[src/rtl/rs_group_pkg.sv]
package rs_group_pkg;

  typedef enum logic [1:0] {
    OP_ADD = 2'd0,
    OP_SUB = 2'd1,
    OP_XOR = 2'd2,
    OP_AND = 2'd3
  } opKind_t;

  // strobes from control to datapath, valid for the current cycle
  typedef struct packed {
    logic doAlloc;
    logic doDispatch;
    logic doGrant;
    logic advance;
  } rsStrobe_t;

endpackage

[src/rtl/rs_group_dp.sv]
module rs_group_dp
  import rs_group_pkg::*;
#(
  parameter int NRS      = 3,
  parameter int LAT      = 2,
  parameter int DATA_W   = 16,
  parameter int TAG_W    = 3,
  parameter int TAG_BASE = 1,
  localparam int IDX_W   = (NRS > 1) ? $clog2(NRS) : 1
) (
  input  logic              clk,
  input  logic              rstN,
  input  rsStrobe_t         ctl,
  input  logic [IDX_W-1:0]  allocIdx,
  input  logic [IDX_W-1:0]  dispIdx,
  input  logic [1:0]        issueOp,
  input  logic [TAG_W-1:0]  issueTagA,
  input  logic [DATA_W-1:0] issueValA,
  input  logic [TAG_W-1:0]  issueTagB,
  input  logic [DATA_W-1:0] issueValB,
  input  logic              busValid,
  input  logic [TAG_W-1:0]  busTag,
  input  logic [DATA_W-1:0] busData,
  output logic [NRS-1:0]    stBusy,
  output logic [NRS-1:0]    stReady,
  output logic              lastValid,
  output logic [DATA_W-1:0] lastData,
  output logic [TAG_W-1:0]  lastTag
);

  logic [1:0]        opR   [NRS];
  logic [DATA_W-1:0] aVal  [NRS];
  logic [DATA_W-1:0] bVal  [NRS];
  logic [TAG_W-1:0]  aTag  [NRS];
  logic [TAG_W-1:0]  bTag  [NRS];
  logic              aWait [NRS];
  logic              bWait [NRS];
  logic              busyR [NRS];
  logic              execR [NRS];

  logic              pV [LAT];
  logic [DATA_W-1:0] pD [LAT];
  logic [IDX_W-1:0]  pI [LAT];

  function automatic logic [DATA_W-1:0] calc(input logic [1:0] op,
                                             input logic [DATA_W-1:0] a,
                                             input logic [DATA_W-1:0] b);
    case (opKind_t'(op))
      OP_ADD:  return a + b;
      OP_SUB:  return a - b;
      OP_XOR:  return a ^ b;
      default: return a & b;
    endcase
  endfunction

  for (genvar g = 0; g < NRS; g++) begin : gStation
    always_ff @(posedge clk) begin
      if (!rstN) begin
        busyR[g] <= 1'b0;
        execR[g] <= 1'b0;
        aWait[g] <= 1'b0;
        bWait[g] <= 1'b0;
      end else if (ctl.doGrant && pI[LAT-1] == IDX_W'(g)) begin
        busyR[g] <= 1'b0;
        execR[g] <= 1'b0;
      end else if (ctl.doAlloc && allocIdx == IDX_W'(g)) begin
        busyR[g] <= 1'b1;
        execR[g] <= 1'b0;
        opR[g]   <= issueOp;
        aTag[g]  <= issueTagA;
        bTag[g]  <= issueTagB;
        if (issueTagA == '0) begin
          aVal[g] <= issueValA;  aWait[g] <= 1'b0;
        end else if (busValid && busTag == issueTagA) begin
          aVal[g] <= busData;    aWait[g] <= 1'b0;
        end else begin
          aWait[g] <= 1'b1;
        end
        if (issueTagB == '0) begin
          bVal[g] <= issueValB;  bWait[g] <= 1'b0;
        end else if (busValid && busTag == issueTagB) begin
          bVal[g] <= busData;    bWait[g] <= 1'b0;
        end else begin
          bWait[g] <= 1'b1;
        end
      end else begin
        if (ctl.doDispatch && dispIdx == IDX_W'(g)) execR[g] <= 1'b1;
        if (aWait[g] && busValid && busTag == aTag[g]) begin
          aVal[g] <= busData;  aWait[g] <= 1'b0;
        end
        if (bWait[g] && busValid && busTag == bTag[g]) begin
          bVal[g] <= busData;  bWait[g] <= 1'b0;
        end
      end
    end

    assign stBusy[g]  = busyR[g];
    assign stReady[g] = busyR[g] && !execR[g] && !aWait[g] && !bWait[g];
  end

  // execution pipeline, frozen while the last stage waits for the bus
  always_ff @(posedge clk) begin
    if (!rstN) begin
      pV[0] <= 1'b0;
    end else if (ctl.advance) begin
      pV[0] <= ctl.doDispatch;
      pD[0] <= calc(opR[dispIdx], aVal[dispIdx], bVal[dispIdx]);
      pI[0] <= dispIdx;
    end
  end

  for (genvar k = 1; k < LAT; k++) begin : gStage
    always_ff @(posedge clk) begin
      if (!rstN) begin
        pV[k] <= 1'b0;
      end else if (ctl.advance) begin
        pV[k] <= pV[k-1];
        pD[k] <= pD[k-1];
        pI[k] <= pI[k-1];
      end
    end
  end

  assign lastValid = pV[LAT-1];
  assign lastData  = pD[LAT-1];
  assign lastTag   = TAG_W'(TAG_BASE) + TAG_W'(pI[LAT-1]);

endmodule

[src/rtl/rs_group_ctrl.sv]
module rs_group_ctrl
  import rs_group_pkg::*;
#(
  parameter int NRS    = 3,
  localparam int IDX_W = (NRS > 1) ? $clog2(NRS) : 1
) (
  input  logic             clk,
  input  logic             rstN,
  input  logic [NRS-1:0]   stBusy,
  input  logic [NRS-1:0]   stReady,
  input  logic             issueValid,
  input  logic             lastValid,
  input  logic             extReq,
  output rsStrobe_t        ctl,
  output logic [IDX_W-1:0] allocIdx,
  output logic [IDX_W-1:0] dispIdx,
  output logic             issueReady
);

  // older[j][i] set: station j was allocated before station i
  logic [NRS-1:0] older [NRS];

  always_comb begin
    logic found;
    found    = 1'b0;
    allocIdx = '0;
    for (int i = 0; i < NRS; i++) begin
      if (!stBusy[i] && !found) begin
        allocIdx = IDX_W'(i);
        found    = 1'b1;
      end
    end
  end

  always_comb begin
    logic blocked;
    dispIdx = '0;
    for (int i = 0; i < NRS; i++) begin
      blocked = 1'b0;
      for (int j = 0; j < NRS; j++)
        if (stReady[j] && older[j][i]) blocked = 1'b1;
      if (stReady[i] && !blocked) dispIdx = IDX_W'(i);
    end
  end

  assign issueReady     = ~&stBusy;
  assign ctl.doAlloc    = issueValid && issueReady;
  assign ctl.doGrant    = lastValid && !extReq;
  assign ctl.advance    = !lastValid || ctl.doGrant;
  assign ctl.doDispatch = (|stReady) && ctl.advance;

  always_ff @(posedge clk) begin
    if (!rstN) begin
      for (int i = 0; i < NRS; i++) older[i] <= '0;
    end else if (ctl.doAlloc) begin
      for (int j = 0; j < NRS; j++) begin
        if (IDX_W'(j) == allocIdx) older[j] <= '0;
        else older[j][allocIdx] <= stBusy[j];
      end
    end
  end

endmodule

[src/rtl/rs_group.sv]
module rs_group
  import rs_group_pkg::*;
#(
  parameter int NRS      = 3,
  parameter int LAT      = 2,
  parameter int DATA_W   = 16,
  parameter int TAG_W    = 3,
  parameter int TAG_BASE = 1,
  localparam int IDX_W   = (NRS > 1) ? $clog2(NRS) : 1
) (
  input  logic              clk,
  input  logic              rstN,
  input  logic              issueValid,
  input  logic [1:0]        issueOp,
  input  logic [TAG_W-1:0]  issueTagA,
  input  logic [DATA_W-1:0] issueValA,
  input  logic [TAG_W-1:0]  issueTagB,
  input  logic [DATA_W-1:0] issueValB,
  output logic              issueReady,
  output logic [TAG_W-1:0]  issueTag,
  input  logic              extReq,
  input  logic [TAG_W-1:0]  extTag,
  input  logic [DATA_W-1:0] extData,
  output logic              extGrant,
  output logic              busValid,
  output logic [TAG_W-1:0]  busTag,
  output logic [DATA_W-1:0] busData
);

  rsStrobe_t         ctl;
  logic [IDX_W-1:0]  allocIdx, dispIdx;
  logic [NRS-1:0]    stBusy, stReady;
  logic              lastValid;
  logic [DATA_W-1:0] lastData;
  logic [TAG_W-1:0]  lastTag;
  logic              unitGrant, doDispatch;

  rs_group_ctrl #(.NRS(NRS)) uCtrl (
    .clk(clk), .rstN(rstN), .stBusy(stBusy), .stReady(stReady),
    .issueValid(issueValid), .lastValid(lastValid), .extReq(extReq),
    .ctl(ctl), .allocIdx(allocIdx), .dispIdx(dispIdx), .issueReady(issueReady)
  );

  rs_group_dp #(.NRS(NRS), .LAT(LAT), .DATA_W(DATA_W), .TAG_W(TAG_W),
                .TAG_BASE(TAG_BASE)) uDp (
    .clk(clk), .rstN(rstN), .ctl(ctl), .allocIdx(allocIdx), .dispIdx(dispIdx),
    .issueOp(issueOp), .issueTagA(issueTagA), .issueValA(issueValA),
    .issueTagB(issueTagB), .issueValB(issueValB),
    .busValid(busValid), .busTag(busTag), .busData(busData),
    .stBusy(stBusy), .stReady(stReady),
    .lastValid(lastValid), .lastData(lastData), .lastTag(lastTag)
  );

  assign unitGrant  = ctl.doGrant;
  assign doDispatch = ctl.doDispatch;
  assign extGrant   = extReq;
  assign issueTag   = TAG_W'(TAG_BASE) + TAG_W'(allocIdx);
  assign busValid   = extReq || unitGrant;
  assign busTag     = extReq ? extTag  : lastTag;
  assign busData    = extReq ? extData : lastData;

endmodule

[config.mk]
export PLATFORM = sky130hd
export DESIGN_NAME = rs_group
export DESIGN_NICKNAME = d
export VERILOG_FILES = /design/src/rtl/rs_group_pkg.sv /design/src/rtl/rs_group_dp.sv /design/src/rtl/rs_group_ctrl.sv /design/src/rtl/rs_group.sv
export SDC_FILE = /design/constraint.sdc
export NUM_CORES = 1
export LEC_CHECK = 0
export CORE_ASPECT_RATIO = 0.8
export CORE_MARGIN = 1.5
export CORE_UTILIZATION = 40
export CTS_CLUSTER_DIAMETER = 50
export DETAILED_ROUTE_END_ITERATION = 8
export GPL_TIMING_DRIVEN = 0
export PLACE_DENSITY = 0.56
export SLEW_MARGIN = 5
export SYNTH_ARGS = -nofsm -noshare
export SYNTH_HDL_FRONTEND = slang
export SYNTH_SLANG_ARGS = --single-unit
[constraint.sdc]
create_clock -name clk -period 5.15 [get_ports clk]
set_clock_uncertainty 0.15 [all_clocks]
set_input_delay 1.03 -clock clk [delete_from_list [all_inputs] [get_ports clk]]
set_output_delay 1.03 -clock clk [all_outputs]
set_load 0.02 [all_outputs]
==> results of run 1 <==
state kept, by name, indices dropped and copies added (netlist names):
signal	flops
uDp.aVal	48
uDp.bVal	48
uDp.pD	32
uDp.aTag	9
uDp.bTag	9
uCtrl.older	6
uDp.opR	6
uDp.pI	4
uDp.aWait	3
uDp.bWait	3
uDp.busyR	3
uDp.execR	3
uDp.pV	2
repair_timing:
action	4_1_cts	5_1_grt
gates resized for setup	27	43
setup buffers	16	12
hold buffers	0	0
pin swaps	7	13
endpoints found under the setup margin	7	6
cell usage in the layout (no fill, tap or decap), drive strengths merged, types with 3 or more instances in the layout:
master and instances:
xor2 17, mux2i 18, or3 11, buf 59, nand3 29, nand3b 5, edfxtp 171, and3 9
a211o 3, mux2 117, nand2 67, nand2b 8, bufinv 3, clkdlybuf4s50 85, nor2 54, nor2b 7
nor3 37, conb 3, and2 7, clkbuf 30, or2 5, nor4b 3, a21oi 23, a211oi 4
a21boi 3, ha 36, nand4 4, a31oi 32, dfxtp 5, o31ai 6, nor3b 3, inv 27
o21ai 48, xnor2 30, a21o 6
routing by layer:
metal,global-route usage,up-vias,wire length (um)
li1,-,3462,-
met1,0.339,3578,14300
met2,0.311,185,12000
met3,0.0348,14,1500
met4,0.0421,0,178
met5,0,-,0
power by group through the flow:
stage / sequential (mW) / combinational, mW / clock, mW
floorplan: 1.71 / 0.441 / 0
global placement: 1.72 / 0.665 / 0
detailed placement: 1.72 / 0.678 / 0
CTS: 1.69 / 0.707 / 1.39
global route: 1.69 / 0.814 / 1.45
finish: 1.69 / 0.747 / 1.39
through the flow:
step,util,cells
floorplan,-,850
global placement,0.455,1259
detailed placement,0.461,1266
CTS,0.493,1313
global route,0.502,1324
finish,0.502,1324
cell families (layout without fill, tap and decap cells):
group,after synthesis,after routing,share of synthesized area
other cells,1,3,0.000368
simple gates,259,259,0.128
fa+ha+maj,37,37,0.0462
flops,176,176,0.514
mux,135,135,0.149
xor+xnor,47,47,0.0404
compound gates,135,135,0.0944
buf+inv,58,208,0.0276
critical path, stage by stage, from the launching register on:
cell and delay (ns):
sky130_fd_sc_hd__edfxtp_1 0.47, sky130_fd_sc_hd__or4b_4 0.59, sky130_fd_sc_hd__a211oi_4 0.34, sky130_fd_sc_hd__buf_6 0.16, sky130_fd_sc_hd__a21boi_1 0.09, sky130_fd_sc_hd__o31ai_4 0.36, sky130_fd_sc_hd__nor2b_4 0.21, sky130_fd_sc_hd__buf_6 0.15
sky130_fd_sc_hd__nor2_1 0.06, sky130_fd_sc_hd__xnor2_1 0.12, sky130_fd_sc_hd__ha_1 0.35, sky130_fd_sc_hd__nor2b_1 0.16, sky130_fd_sc_hd__o21ai_2 0.15, sky130_fd_sc_hd__a21oi_2 0.10, sky130_fd_sc_hd__o21ai_2 0.23, sky130_fd_sc_hd__a211oi_4 0.11
sky130_fd_sc_hd__o311a_1 0.40, sky130_fd_sc_hd__o2111ai_1 0.17, sky130_fd_sc_hd__or3b_1 0.36
final timing paths:
check / end / from / depth (start not counted) / slack (ns)
worst max-delay path: uDp.pD[0][14] / uDp.aWait[1] / 18 / 0.16
worst min-delay path: uDp.pD[0][30] / uDp.pD[0][14] / 0 / 0.27
worst max register to register: uDp.pD[0][14] / uDp.aWait[1] / 18 / 0.16
worst min register to register: uDp.pD[0][30] / uDp.pD[0][14] / 0 / 0.27
cell type report:
type	instances	area (um^2)
plain buffers	35	211
clock buffers	19	443
clock inverters	13	174
fillers	2235	12500
inverters	21	81.3
multi-input cells	616	4910
flip-flops and latches	176	5240
well taps	324	405
repair buffers	120	1190
==> summary.md, run 1 <==
The logs give 6964 for the via count of the first global-routing pass and 5 for the number of detailed-route iterations in the first pass. The total number of H-tree levels came out at 4. The run gives 0.231 mV as the peak supply drop. STA classifies the critical path startpoint as a register. The share of flip-flops with an asynchronous set or reset was 0; the largest buffer count on any clock path was 2.

The horizontal die dimension works out to 181 um. The maximum number of pins on one net before global-route repair was 28; the final global-route overflow total was 0. The die height was 146 um. Among all flip-flop cells after synthesis, the most frequent one is sky130_fd_sc_hd__edfxtp_1. Cell type with the highest aggregate area in the netlist: sky130_fd_sc_hd__edfxtp_1.

The logs give 0.441 for the sequential share of power and 0 for the hold violation total from the final report. The cell area that synthesis handed to floorplanning was 10200 um^2. The top fanout value on the critical path was 8; the initial cell density of the core was 0.405.

The routed wire length is 27.9 mm. The tightest slew margin relative to the limit was 0.426; the clock latency on the worst-skew pair was 0.44 ns. The share of power burned in combinational logic is 0.195, and the ratio of final minimum period to clock period is 0.968. Power comes to 3.82 mW. The commonest cells after synthesis are sky130_fd_sc_hd__edfxtp_1, sky130_fd_sc_hd__mux2_2, sky130_fd_sc_hd__nand2_1. For this design the top-level I/O count stands at 88. Area of the core: 25200 um^2. Path class of the lowest-slack min-delay path: reg -> reg. After legalization and detailed placement, the total HPWL measured 20.4 mm.

The initial antenna violation count is 1. The post-detailed-placement cell area was 11600 um^2; the count of distinct cell types in the synthesized netlist was 69. The tool flagged a number of max-cap violations equal to 0. Setup violations remaining at the end of the flow were counted as 0. In the post-synthesis netlist, the cell with the most instances is sky130_fd_sc_hd__edfxtp_1. For this design the ratio of total power to cell area is 302 nW/um^2.

The fraction of layout instances using a drive strength above 1 is 0.288. The tree built by TritonCTS fans out to 176 sinks. The fraction of power spent switching nets was 0.272; the count of flip-flops with a built-in enable after synthesis was 171. The final number of max-transition violations is 0. The internal portion of the total power is 2.78 mW. Summed over all failing endpoints, the final setup total negative slack is 0 ns. The logs give 0.216 for the global-route usage over all layers and 0.864 for the global placement routability congestion. The repair_antennas step left the layout with diodes totalling 0. Kind of critical path: reg -> reg. The logs give 0.163 ns for the setup slack after layout and 4.57 nW for the static leakage. Setup repair after global routing could not meet its margin everywhere. After the last flow step, the layout net total stands at 1087.

The post-place setup slack was -0.622 ns; the wire length of the first global-routing pass was 42.2 mm. Summed over all nets, the switching power comes to 1.04 mW. Dividing the detail-routed wire length by the instance count gives 21.1 um. TritonCTS built the clock tree. The maximum achievable frequency was 0.201 GHz. Yosys attributes the largest share of cell area to sky130_fd_sc_hd__edfxtp_1, sky130_fd_sc_hd__mux2_2, sky130_fd_sc_hd__ha_1. At the pin with the least slew margin, the transition time is 0.856 ns. Data arrives at the worst endpoint at 5.02 ns. The sequential share of the synthesized area was 0.514. The number of buffers inserted during clock tree synthesis was 17. For the via count, the log shows 7239.

Compared with the post-synthesis result, the final layout area differs by 24.1%. The library cell used as clock root buffer is sky130_fd_sc_hd__clkbuf_16. The number of I/O port buffers came out at 85. The average vias per placed instance works out to 5.47. The CTS clock-pin slew for the worst setup and hold paths was 0.08 ns. Capturing element type of the critical path: a register. Top-area cell type share of the netlist area: 0.504. The run finished with clean final reports. The number of warnings reported in the yosys synthesis log was 0. The count of nets left with antenna violations once routing finished came out at 0. Floorplan die area: 26500 um^2.

The total of flip-flops plus latches after synthesis was 176; the post-route cell area was 12700 um^2. Synthesis produced a netlist whose cell count is 848. For this block, the initial DRC count from the detailed router was 526. The tightest hold path in the finished design has a slack of 0.272 ns. For this run, design rule violations remaining after detail routing come to 0.

For the worst setup path, the data required time is 5.19 ns. The average instance in the mapped netlist occupies 12.0 um^2. The portion of total power attributed to the clock network was 0.363; the number of cell rows was 52. For the finished layout, the period the worst path requires is 4.99 ns.
Power figures use the tool's default switching activity.
==> run 2: changes to the inputs <==
Settings changed: CORE_UTILIZATION 40 to 35, PLACE_DENSITY 0.56 to 0.5.
Clock period 5.15 ns to 5.8 ns, I/O delays scaled along.
==> run 2 against run 1 <==
The run now ends with design-rule violations left. Highest routed layer unchanged. Non-clock buffer count decreased by 23. First-iteration DRC count decreased by 3.0%. Die area rose by 14%. Via count down 2.5%. Critical path depth shrank 2. Cell area decreased by 2.4%. Maximum frequency shrank 11%. Utilization down 6.9 points. Worst setup slack better by 0.063 ns.
==> summary.md, run 2 (synthesis gave the netlist of run 1 again) <==
The run finished, with violations left. The checks that failed: design-rule violations. Most frequent cells in the layout: sky130_fd_sc_hd__edfxtp_1, sky130_fd_sc_hd__mux2_2, sky130_fd_sc_hd__clkdlybuf4s50_1 (unchanged). The via count was 7056 (was 7239). The cell type of the slowest stage on the worst timing path was sky130_fd_sc_hd__or4b_4 (unchanged).

The antenna violation net count after detailed routing is 0 (unchanged), and the number of cell rows is 55 (was 52). The peak supply drop is 0.216 mV (was 0.231 mV), and the arrival time of data at the critical path endpoint is 5.58 ns (was 5.02 ns). The run gives 5 (was 0) as the number of remaining DRC errors. The tools report the end of the worst hold path as uDp.pD[0][18] (was uDp.pD[0][30]). Largest registers ranked by flip-flop count: uDp.aVal x48, uDp.bVal x48, uDp.pD x32 (unchanged). The area of the multi-input gates is 4750 um^2 (was 4910 um^2), and the top fanout value on the critical path is 15 (was 8). Path class of the lowest-slack min-delay path: reg -> reg (unchanged).

The ratio of final minimum period to clock period was 0.961 (was 0.968); the average vias per placed instance was 5.24 (was 5.47). The horizontal die dimension was 194 um (was 181 um); the number of standard cells in the final layout excluding fillers was 1347 (was 1324). The run gives 0.833 (was 0.864) as the global placement routability congestion.

The portion of total power attributed to the clock network is 0.374 (was 0.363), and the number of buffer and inverter instances along the worst setup path is 1 (was 2). Most frequent standard cell in the layout excluding fill and tap cells: sky130_fd_sc_hd__edfxtp_1 (unchanged). Routed wire length: 28.4 mm (was 27.9 mm). Die height: 156 um (was 146 um). The required time at the endpoint of the critical path is 5.80 ns (was 5.19 ns).

The fraction of power spent switching nets was 0.267 (was 0.272); the number of inserted diodes was 0 (unchanged). The run gives 0.182 (was 0.195) as the share of power burned in combinational logic. The tools report the max-capacitance violation count as 0 (unchanged). The tools report the library cell used as clock root buffer as sky130_fd_sc_hd__clkbuf_16 (unchanged).

The cell type group with the largest total delay on the critical path was simple AND/OR/NAND/NOR gates (was compound AO/OA/AOI/OAI gates). The initial cell density of the core was 0.358 (was 0.405); the internal power contribution was 2.47 mW (was 2.78 mW). The final setup violation count is 0 (unchanged), and the wire length of the first global-routing pass is 43.6 mm (was 42.2 mm). Post-route minimum period: 5.57 ns (was 4.99 ns). The layout-stage area growth over the synthesis result works out to 21.2% (was 24.1%). The overall power after layout was 3.37 mW (was 3.82 mW).

Floorplan die area: 30200 um^2 (was 26500 um^2). The number of buffers inserted during clock tree synthesis was 17 (unchanged). The worst hold path startpoint is uDp.pD[0][2] (was uDp.pD[0][14]). The total number of H-tree levels was 4 (unchanged); the HPWL after detailed placement was 21.5 mm (was 20.4 mm). The detail-routed net length per standard cell works out to 21.1 um (about the same). The capturing element type of the critical path is a register (unchanged). The kind of launch point of the worst setup path was a register (unchanged). The maximum achievable frequency came out at 0.179 GHz (was 0.201 GHz). The tools report the startpoint of the lowest-slack register-to-register path as uDp.aWait[1] (unchanged).

The number of fillers in the final layout was 2737 (was 2235). The cell count of the worst hold path was 0 (unchanged); the initial antenna violation count was 1 (unchanged). For the area of the core, the log shows 28500 um^2 (was 25200 um^2). The number of sinks driven by the clock tree came out at 176 (unchanged).

The terminus of the critical flop-to-flop path is uDp.pD[0][15] (was uDp.pD[0][14]). For the static leakage, the log shows 4.41 nW (was 4.57 nW). The maximum number of pins on one net before global-route repair was 29 (was 28).

The number of detailed-route iterations in the first pass came out at 7 (was 5). The fraction of layout instances using a drive strength above 1 was 0.237 (was 0.288); the final-layout worst hold slack was 0.270 ns (was 0.272 ns). Number of nets in the finished design: 1064 (was 1087). CP Cell Sequence: or4b_4, a211oi_4, buf_6, nand2_1, or3_1, o311ai_0, a31oi_1, xnor2_1, ha_1, or3_1, o211ai_1, a31oi_1, a211o_1, and3_1, nor3_2, nand3_1 (was or4b_4, a211oi_4, buf_6, a21boi_1, o31ai_4, nor2b_4, buf_6, nor2_1, xnor2_1, ha_1, nor2b_1, o21ai_2, a21oi_2, o21ai_2, a211oi_4, o311a_1, o2111ai_1, or3b_1). The final global-route overflow total was 0 (unchanged). The tools report the net load switching power as 0.901 mW (was 1.04 mW). The kind of critical path was reg -> reg (unchanged). The hold violation total from the final report was 0 (unchanged); the largest stage delay on the critical path was 0.57 ns (was 0.59 ns).

The run gives 0.444 (was 0.441) as the sequential share of power. The sequential cell area was 5240 um^2 (about the same); the final number of max-transition violations was 0 (unchanged). The run gives 510 (was 526) as the number of DRC violations after detailed-routing iteration 0. The total power per unit cell area was 273 nW/um^2 (was 302 nW/um^2); the hold-fix buffer count after cts was 0 (unchanged). The tools report the via count of the first global-routing pass as 6958 (was 6964).

The worst reg2reg path depth came out at 16 (was 18). The CTS clock-pin slew for the worst setup and hold paths was 0.08 ns (about the same). TritonCTS built the clock tree. For the global-route usage over all layers, the log shows 0.196 (was 0.216).

The number of I/O port buffers is 85 (unchanged), and the tightest slew margin relative to the limit is 0.414 (was 0.426). The number of top-level design ports is 88 (unchanged). For the largest buffer count on any clock path, the log shows 2 (unchanged).

The transition time at the pin with the least slew margin is 0.875 ns (was 0.856 ns). The register-to-register setup slack is 0.23 ns (was 0.16 ns). The clock latency on the worst-skew pair came out at 0.44 ns (about the same). The number of placed instances, taps included was 1312 (was 1266).
==> run 2: how the worst max path moves through the flow <==
| stage | cells after the start | startpoint | slack, ns | end |
|---|---|---|---|---|
| 6_report | 16 | uDp.aWait[1] | 0.23 | uDp.pD[0][15] |
| 5_1_grt | 19 | uDp.busyR[2] | -0.006 | uDp.pD[0][14] |
| 4_1_cts | 18 | uDp.bWait[0] | 0.03 | uDp.pD[0][14] |
| 3_5_place_dp | 18 | uDp.bWait[0] | -0.14 | uDp.pD[0][14] |
| 3_3_place_gp | 4 | issueValid | -0.29 | uDp.aVal[2][12] |
| 2_1_floorplan | 18 | uDp.bWait[1] | 1.05 | uDp.pD[0][14] |
==> run 2: power by group through the flow <==
| stage | Combinational [mW] | Sequential [mW] | Clock [mW] |
|---|---|---|---|
| final | 0.614 | 1.50 | 1.26 |
| after global routing | 0.674 | 1.50 | 1.34 |
| after CTS | 0.612 | 1.50 | 1.29 |
| after detailed placement | 0.608 | 1.52 | 0 |
| after global placement | 0.598 | 1.52 | 0 |
| after floorplan | 0.392 | 1.51 | 0 |
==> run 2: metrics by stage <==
stage / util / worst slack [ns] / TNS (ns) / instance area (um^2)
after floorplan: - / 1.05 / 0 / 10200
after global placement: 0.404 / -0.290 / -5.97 / 11500
after detailed placement: 0.409 / -0.138 / -0.195 / 11700
after CTS: 0.432 / 0.0265 / 0 / 12300
after global routing: 0.434 / -0.00641 / -0.00641 / 12400
final: 0.434 / 0.225 / 0 / 12400
==> run 2: repair_timing <==
item	CTS	global route
endpoints found under the setup margin	2	3
resized for setup	2	9
pin swaps	2	2
setup buffers	1	3
endpoints found under the hold margin	0	0
==> run 2: routing by layer <==
metal,global-route usage,up-vias,part of all wire,routed length (um)
met2,0.281,150,0.42,11900
met5,0,-,0,0
met4,0.0450,0,0.0073,209
met1,0.298,3476,0.52,14900
met3,0.0400,15,0.051,1450
li1,-,3415,-,-
==> run 2: worst reg2reg max path, stage by stage (launching register included) <==
cell	delay [ns]
sky130_fd_sc_hd__edfxtp_1	0.45
sky130_fd_sc_hd__or4b_4	0.57
sky130_fd_sc_hd__a211oi_4	0.48
sky130_fd_sc_hd__buf_6	0.23
sky130_fd_sc_hd__nand2_1	0.43
sky130_fd_sc_hd__or3_1	0.48
sky130_fd_sc_hd__o311ai_0	0.11
sky130_fd_sc_hd__a31oi_1	0.18
sky130_fd_sc_hd__xnor2_1	0.20
sky130_fd_sc_hd__ha_1	0.26
sky130_fd_sc_hd__or3_1	0.38
sky130_fd_sc_hd__o211ai_1	0.25
sky130_fd_sc_hd__a31oi_1	0.25
sky130_fd_sc_hd__a211o_1	0.37
sky130_fd_sc_hd__and3_1	0.19
sky130_fd_sc_hd__nor3_2	0.15
sky130_fd_sc_hd__nand3_1	0.14
==> run 2: layout make-up <==
cell class	instances	area share
Timing Repair Buffer	96	0.0802
Clock inverter	14	0.0165
Buffer	36	0.0165
Sequential cell	176	0.424
Clock buffer	18	0.0347
Multi-Input combinational cell	616	0.384
Tap cell	370	0.0375
Inverter	21	0.00638
